[src/rtl/lbc_pkg.sv]
package lbc_pkg;
  typedef enum logic [1:0] {
    OP_RD1   = 2'd0,
    OP_WR1   = 2'd1,
    OP_FILL  = 2'd2,
    OP_WBACK = 2'd3
  } lbc_op_e;

  typedef enum logic [1:0] {
    ST_IDLE = 2'd0,
    ST_ADDR = 2'd1,
    ST_DATA = 2'd2
  } lbc_st_e;

  function automatic logic op_is_burst(input lbc_op_e op);
    return op[1];
  endfunction

  function automatic logic op_is_write(input lbc_op_e op);
    return op[0];
  endfunction
endpackage

[src/rtl/lbc_ctrl.sv]
module lbc_ctrl
  import lbc_pkg::*;
#(
  parameter int AW         = 32,
  parameter int BEATS      = 4,
  parameter int BEAT_BYTES = 8,
  localparam int BW        = $clog2(BEATS)
) (
  input  logic          clk,
  input  logic          rst_n,
  input  logic          req_valid,
  input  lbc_op_e       req_op,
  input  logic [AW-1:0] req_addr,
  input  logic          bus_ready,
  output logic          accept,
  output logic          beat_done,
  output logic [BW-1:0] beat_idx,
  output lbc_op_e       cur_op,
  output logic          bus_start,
  output logic [AW-1:0] bus_addr,
  output logic          bus_dphase,
  output logic          busy,
  output logic          done
);
  localparam int OFF_Q = $clog2(BEAT_BYTES);
  localparam int OFF_L = $clog2(BEAT_BYTES * BEATS);
  localparam logic [BW-1:0] LAST = BW'(BEATS - 1);

  lbc_st_e       st_q;
  logic [BW-1:0] beat_q;
  logic [AW-1:0] base_q;
  lbc_op_e       op_q;
  logic          done_q;
  logic          final_beat;

  // Clears the offset bits below the transfer size.
  function automatic logic [AW-1:0] base_of(input lbc_op_e op, input logic [AW-1:0] a);
    logic [AW-1:0] m;
    m = op_is_burst(op) ? ~((AW'(1) << OFF_L) - AW'(1)) : ~((AW'(1) << OFF_Q) - AW'(1));
    return a & m;
  endfunction

  function automatic logic [AW-1:0] beat_addr(input logic [AW-1:0] b, input logic [BW-1:0] k);
    return b + (AW'(k) << OFF_Q);
  endfunction

  assign accept     = (st_q == ST_IDLE) && req_valid;
  assign bus_dphase = (st_q == ST_DATA);
  assign bus_start  = (st_q == ST_ADDR);
  assign beat_done  = bus_dphase && bus_ready;
  assign final_beat = op_is_burst(op_q) ? (beat_q == LAST) : 1'b1;
  assign busy       = (st_q != ST_IDLE);
  assign done       = done_q;
  assign beat_idx   = beat_q;
  assign cur_op     = op_q;
  assign bus_addr   = beat_addr(base_q, beat_q);

  always_ff @(posedge clk) begin
    if (!rst_n) begin
      st_q   <= ST_IDLE;
      beat_q <= '0;
      base_q <= '0;
      op_q   <= OP_RD1;
      done_q <= 1'b0;
    end else begin
      done_q <= 1'b0;
      case (st_q)
        ST_IDLE: if (req_valid) begin
          op_q   <= req_op;
          base_q <= base_of(req_op, req_addr);
          beat_q <= '0;
          st_q   <= ST_ADDR;
        end
        ST_ADDR: st_q <= ST_DATA;
        ST_DATA: if (bus_ready) begin
          if (final_beat) begin
            st_q   <= ST_IDLE;
            done_q <= 1'b1;
          end else begin
            beat_q <= beat_q + BW'(1);
          end
        end
        default: st_q <= ST_IDLE;
      endcase
    end
  end

  p_accept_strobe_r2: assert property (@(posedge clk) disable iff (!rst_n)
    (!busy && req_valid) |=> bus_start);
  p_strobe_pulse_r2: assert property (@(posedge clk) disable iff (!rst_n)
    bus_start |=> (!bus_start && bus_dphase));
  p_line_align_r3: assert property (@(posedge clk) disable iff (!rst_n)
    (bus_start && op_is_burst(op_q)) |-> (bus_addr[OFF_L-1:0] == '0));
  p_beat_step_r4: assert property (@(posedge clk) disable iff (!rst_n)
    (beat_done && busy && !done && $past(bus_start) == 1'b0 && bus_dphase && op_is_burst(op_q) && beat_q != LAST)
      |=> (bus_addr == $past(bus_addr) + AW'(BEAT_BYTES)));
  p_wait_hold_r5: assert property (@(posedge clk) disable iff (!rst_n)
    (bus_dphase && !bus_ready) |=> (bus_dphase && $stable(bus_addr)));
  p_done_idle_r10: assert property (@(posedge clk) disable iff (!rst_n)
    done |-> !busy);
  p_done_pulse_r10: assert property (@(posedge clk) disable iff (!rst_n)
    done |=> !done);
endmodule

[src/rtl/lbc_line_buf.sv]
module lbc_line_buf #(
  parameter int DATA_W = 64,
  parameter int BEATS  = 4,
  localparam int BW     = $clog2(BEATS),
  localparam int LINE_W = DATA_W * BEATS
) (
  input  logic              clk,
  input  logic              rst_n,
  input  logic              load_line,
  input  logic [LINE_W-1:0] wline,
  input  logic              cap_en,
  input  logic [BW-1:0]     idx,
  input  logic [DATA_W-1:0] rdata,
  output logic [LINE_W-1:0] line_q,
  output logic [DATA_W-1:0] beat_word
);
  logic [DATA_W-1:0] slot_q [BEATS];

  for (genvar g = 0; g < BEATS; g++) begin : g_slot
    always_ff @(posedge clk) begin
      if (!rst_n) begin
        slot_q[g] <= '0;
      end else if (load_line) begin
        slot_q[g] <= wline[g*DATA_W +: DATA_W];
      end else if (cap_en && (idx == BW'(g))) begin
        slot_q[g] <= rdata;
      end
    end
    assign line_q[g*DATA_W +: DATA_W] = slot_q[g];
  end

  assign beat_word = slot_q[idx];

  p_load_cap_apart_r7: assert property (@(posedge clk) disable iff (!rst_n)
    !(load_line && cap_en));
  p_cap_lands_r7: assert property (@(posedge clk) disable iff (!rst_n)
    (cap_en && !load_line) |=> (line_q[$past(idx)*DATA_W +: DATA_W] == $past(rdata)));
endmodule

[src/rtl/lbc_single.sv]
module lbc_single #(
  parameter int DATA_W = 64,
  localparam int NB    = DATA_W / 8
) (
  input  logic              clk,
  input  logic              rst_n,
  input  logic              load,
  input  logic [DATA_W-1:0] wdata,
  input  logic [NB-1:0]     be,
  input  logic              cap_en,
  input  logic [DATA_W-1:0] rdata,
  output logic [DATA_W-1:0] wdata_q,
  output logic [NB-1:0]     be_q,
  output logic [DATA_W-1:0] rsp_data
);
  // Spreads one enable bit over each byte lane.
  function automatic logic [DATA_W-1:0] lane_mask(input logic [NB-1:0] e);
    logic [DATA_W-1:0] m;
    for (int i = 0; i < NB; i++) m[i*8 +: 8] = {8{e[i]}};
    return m;
  endfunction

  always_ff @(posedge clk) begin
    if (!rst_n) begin
      wdata_q  <= '0;
      be_q     <= '0;
      rsp_data <= '0;
    end else begin
      if (load) begin
        wdata_q <= wdata;
        be_q    <= be;
      end
      if (cap_en) rsp_data <= rdata & lane_mask(be_q);
    end
  end

  p_lane_zero_r9: assert property (@(posedge clk) disable iff (!rst_n)
    (cap_en && !load) |=> ((rsp_data & ~lane_mask(be_q)) == '0));
endmodule

[src/rtl/line_burst_ctrl.sv]
module line_burst_ctrl
  import lbc_pkg::*;
#(
  parameter int AW         = 32,
  parameter int BEATS      = 4,
  parameter int BEAT_BYTES = 8,
  localparam int DATA_W    = BEAT_BYTES * 8,
  localparam int LINE_W    = DATA_W * BEATS,
  localparam int BW        = $clog2(BEATS)
) (
  input  logic              clk,
  input  logic              rst_n,
  input  logic              req_valid,
  input  logic [1:0]        req_op,
  input  logic [AW-1:0]     req_addr,
  input  logic [BEAT_BYTES-1:0] req_be,
  input  logic [DATA_W-1:0] req_wdata,
  input  logic [LINE_W-1:0] req_wline,
  output logic              busy,
  output logic              done,
  output logic [DATA_W-1:0] rsp_data,
  output logic [LINE_W-1:0] rsp_line,
  output logic              bus_start,
  output logic [AW-1:0]     bus_addr,
  output logic              bus_write,
  output logic              bus_burst,
  output logic [BEAT_BYTES-1:0] bus_be,
  output logic [DATA_W-1:0] bus_wdata,
  output logic              bus_dphase,
  input  logic              bus_ready,
  input  logic [DATA_W-1:0] bus_rdata
);
  lbc_op_e       op_in;
  lbc_op_e       cur_op;
  logic          accept;
  logic          beat_done;
  logic [BW-1:0] beat_idx;
  logic          load_line;
  logic          cap_line;
  logic          load_single;
  logic          cap_single;
  logic [DATA_W-1:0] line_word;
  logic [DATA_W-1:0] single_wdata;
  logic [BEAT_BYTES-1:0] single_be;

  assign op_in = lbc_op_e'(req_op);

  lbc_ctrl #(.AW(AW), .BEATS(BEATS), .BEAT_BYTES(BEAT_BYTES)) u_ctrl (
    .clk(clk), .rst_n(rst_n), .req_valid(req_valid), .req_op(op_in),
    .req_addr(req_addr), .bus_ready(bus_ready), .accept(accept),
    .beat_done(beat_done), .beat_idx(beat_idx), .cur_op(cur_op),
    .bus_start(bus_start), .bus_addr(bus_addr), .bus_dphase(bus_dphase),
    .busy(busy), .done(done)
  );

  assign load_line   = accept && (op_in == OP_WBACK);
  assign cap_line    = beat_done && (cur_op == OP_FILL);
  assign load_single = accept && !op_is_burst(op_in);
  assign cap_single  = beat_done && (cur_op == OP_RD1);

  lbc_line_buf #(.DATA_W(DATA_W), .BEATS(BEATS)) u_line (
    .clk(clk), .rst_n(rst_n), .load_line(load_line), .wline(req_wline),
    .cap_en(cap_line), .idx(beat_idx), .rdata(bus_rdata),
    .line_q(rsp_line), .beat_word(line_word)
  );

  lbc_single #(.DATA_W(DATA_W)) u_single (
    .clk(clk), .rst_n(rst_n), .load(load_single), .wdata(req_wdata),
    .be(req_be), .cap_en(cap_single), .rdata(bus_rdata),
    .wdata_q(single_wdata), .be_q(single_be), .rsp_data(rsp_data)
  );

  assign bus_write = op_is_write(cur_op);
  assign bus_burst = op_is_burst(cur_op);
  assign bus_be    = bus_burst ? '1 : single_be;
  assign bus_wdata = bus_burst ? line_word : single_wdata;

  p_no_strobe_busy_r11: assert property (@(posedge clk) disable iff (!rst_n)
    (busy && !bus_start) |=> !(bus_start && $past(busy)));
  p_single_one_beat_r8: assert property (@(posedge clk) disable iff (!rst_n)
    (beat_done && !bus_burst) |=> done);
endmodule

[config.mk]
export PLATFORM = sky130hd
export DESIGN_NAME = line_burst_ctrl
export DESIGN_NICKNAME = d
export VERILOG_FILES = /design/src/rtl/lbc_pkg.sv /design/src/rtl/lbc_ctrl.sv /design/src/rtl/lbc_line_buf.sv /design/src/rtl/lbc_single.sv /design/src/rtl/line_burst_ctrl.sv
export SDC_FILE = /design/constraint.sdc
export NUM_CORES = 1
export LEC_CHECK = 0
export BUFFER_PORTS_ARGS = -buffer_cell sky130_fd_sc_hd__buf_2
export CAP_MARGIN = 20
export CORE_AREA = 2 2 335 337
export DETAILED_ROUTE_END_ITERATION = 8
export DIE_AREA = 0 0 337 339
export GPL_TIMING_DRIVEN = 0
export PLACE_DENSITY = 0.43
export SYNTH_ARGS = -nofsm -noshare
export SYNTH_HDL_FRONTEND = slang
export SYNTH_SLANG_ARGS = --single-unit
export TNS_END_PERCENT = 50
[constraint.sdc]
create_clock -name clk -period 3.5 [get_ports clk]
set_clock_uncertainty 0.2 [all_clocks]
set_input_delay 0.7 -clock clk [delete_from_list [all_inputs] [get_ports clk]]
set_output_delay 0.7 -clock clk [all_outputs]
set_load 0.05 [all_outputs]
==> summary.md <==
| Metric | Value |
|---|---|
| Status | `finished, violations left` |
| Failing checks | `negative setup slack` |
| Unique masters post-synth | `46` |
| Gate count after technology mapping | `1600` |
| Most common cell after layout, fill and taps aside | `buf_2` |
| Register-to-Register Path Depth | `6` |
| Worst setup SP type | `flop` |
| EDFF count, synth | `256` |
| Fin crit share | `102%` |
| Final setup viols | `8` |
| CTS max path bufs | `3` |
| Max Slew Vio Count | `0` |
| CP startpoint | `u_ctrl.base_q[3]$_SDFFE_PN0P_` |
| # Max-Cap Violations | `0` |
| Final WS setup | `-81.8 ps` |
| Register area share after synthesis | `56.2%` |
| Slowest-stage cell, CP | `dfxtp_2` |
| ANT nets after route | `0` |
| Worst r2r src | `u_ctrl.st_q[0]$_SDFFE_PN0P_` |
| Pin count of the biggest net entering global routing | `36` |
| Top Ports | `between 800 and 900` |
| Routed vias | `18400` |
| Rows | `between 100 and 150` |
| Top cell by count, worst path | `buf_6` |
| Area growth, synth to finish | `45.3%` |
| Util after Layout | `26.1%` |
| Pleak | `12.2 nW` |
| RSZ-0062 raised after global routing | `true` |
| Hold_buf cts | `0` |
| Cts bufs inserted | `55` |
| Initial Util | `approximately 18%` |
| Total GRT Usage | `19.7%` |
| Cell area after synthesis | `between 15000 and 20000 um^2` |
| Clock Tree Root | `clkbuf_16` |
| Die Area | `between 100000 and 150000 um^2` |
| WP depth | `11` |
| Largest stage delay, worst path | `between 300 and 400 ps` |
| Hold wc startpoint | `req_wdata[1]` |
| #FFs+latches synth | `430` |
| Relative slew slack | `25.1%` |
| TritonRoute pass-1 iters | `5` |
| Avg Cell Area, Syn | `approximately 12 um^2` |
| Die width | `337 um` |
| IO buf count | `853` |
| Proportion of layout cells with a drive suffix above 1 | `roughly 48%` |
| Worst hold path class | `input pin to flop` |
| Initial antenna violation count | `39` |
| Gr ovfl total | `0` |
| Clk_lat worst skew | `630 ps` |
| Main synth FF type | `edfxtp_1` |
| Largest delay share family, worst path | `buffers and inverters` |
| Crit path arrival time | `2680 ps` |
| Hold slack | `just under 100 ps` |
| Minimum clock period | `around 3600 ps` |
| Setup TNS | `-534 ps` |
| Final WL | `around 120000 um` |
| Asr flop ratio synth | `0%` |
| Pwr/cell area | `487 nW/um^2` |
| Core ar. | `110000 um^2` |
| Worst slack, placed | `-588 ps` |
| Worst slew pin tran | `between 1000 and 1500 ps` |
| Routability congestion estimate | `0.894` |
| DRC | `0` |
| Hold path cells | `3` |
| Clock transition at path regs | `around 60 ps` |
| First-pass GRT wire length | `156000 um` |
| Clock tree sinks | `430` |
| H-tree depth | `2` |
| Commonest non-fill, non-tap cells in the layout | `buf_2, nand2_1, edfxtp_1, a22o_1, dfxtp_1` |
| Non-Filler Instances | `4099` |
| CTS tree | `yes` |
| Critical setup path kind | `flop to output pin` |
| Fmax | `279 MHz` |
| DP HPWL | `90000 um` |
| Die Height | `339 um` |
| Wire per inst | `28.8 um` |
| Nets | `around 3000` |
| Crit. End Element | `output pin` |
| Crit path max fanout | `5` |
| Max IR drop VDD | `0.347 mV` |
| Via/cell ratio | `4.49` |
| Crit-path cells | `ha_4 -> inv_2 -> fa_2 -> nand4b_1 -> buf_6 -> nor3_4 -> buf_6 -> buf_6 -> nand2_2 -> xnor2_2 -> buf_6` |
| 1st-iter DRT viols | `approximately 1400` |
| Worst Path Buf+Inv | `5` |
| WP data required | `2600 ps` |
| Yosys warns | `0` |
| Placed Cells | `3953` |
| Fin. Hold Viols | `0` |
| Vias in the first global route | `~18000` |
synth_stat cells, types with 10 or more instances:
master      n  area share, %
xnor2_1    21           0.93
nand2_1   278            5.3
a22o_1    253             11
buf_2      58            1.5
mux4_2     64            7.3
dfxtp_1   174             18
clkbuf_1   52           0.98
a21boi_1   44            1.7
mux2_2     64            3.6
edfxtp_1  256             39
a21boi_0  124            4.7
nand4_1    10           0.31
nand3_1    77            1.9
buf_4      31            1.2
report_power, final:
part           switching, mW  internal (mW)
Clock                   2.44           3.44
Combinational           1.74          0.655
Sequential             0.182           5.60
logic make-up (layout without fill, tap and decap cells):
logic type                 Yosys count  after routing  synth area share (%)
muxes                              128            128                  10.9
xor gates and xnor gates            27             27                  1.19
other                                1             22                0.0189
and+or+nand+nor                    416            416                  9.25
buffers and inverters              154           1144                  3.87
adders and majority gates            7              7                 0.479
AOI/OAI and AO/OA                  437            437                  18.1
DFF                                430            430                  56.2
routing by layer:
metal | part of all wire [%] | GRT usage [%] | vias to the layer above | routed length (um)
met5 | 0.15 | 0 | - | 178
met1 | 41 | 24.8 | 9288 | 48000
met2 | 48 | 32.9 | 912 | 56300
met4 | 2.7 | 5.49 | 26 | 3210
li1 | - | - | 8001 | -
met3 | 8.6 | 5.47 | 171 | 10200
worst paths after layout:
check | endpoint | slack, ps
worst max-delay path | bus_addr[29] | -80
worst min-delay path | u_single.wdata_q[1]$_SDFFE_PN0P_ | 100
worst max register to register | u_line.slot_q[0][34]$_DFFE_PP_ | 270
worst min register to register | u_single.rsp_data[62]$_SDFFE_PN0P_ | 250
area by class of cell:
| type | instances | area (um^2) |
|---|---|---|
| fillers | 12000 | 81500 |
| multi-input cells | 1018 | 8160 |
| clock inverters | 23 | 196 |
| well taps | 1488 | 1860 |
| repair buffers | 887 | 4840 |
| plain buffers | 145 | 893 |
| inverters | 8 | 30.0 |
| clock buffers | 81 | 1630 |
| diodes | 19 | 47.5 |
| flip-flops and latches | 430 | 11200 |
flip-flops by register name, summed over array words and instances (netlist names), named ones only:
register           count
u_single.be_q          8
u_single.wdata_q      64
u_ctrl.st_q            2
u_ctrl.beat_idx        2
u_ctrl.base_q         29
u_ctrl.cur_op          2
u_single.rsp_data     64
u_ctrl.done            1
u_line.slot_q        256
per-stage QoR:
step	total power [mW]	cell area, um^2
2_1_floorplan	7.22	19900
3_3_place_gp	8.26	26000
3_5_place_dp	8.27	26300
4_1_cts	14.2	28500
5_1_grt	14.5	28800
6_report	14.1	28900
repair_timing:
item                                    in CTS  in global routing
setup buffers                               12                 10
endpoints found under the setup margin      84                 62
endpoints found under the hold margin        0                  0
pin swaps                                    9                  9
gates cloned                                 0                  2
resized for setup                           90                 49
worst register-to-register path, delay by kind of cell (launching register included):
family	cells	cell delay, ps
AO/OA/AOI/OAI	2	1220
buffers and inverters	3	710
AND/OR/NAND/NOR	1	350
flip-flops	1	330
Note: power is estimated with default switching activity, not from simulation.
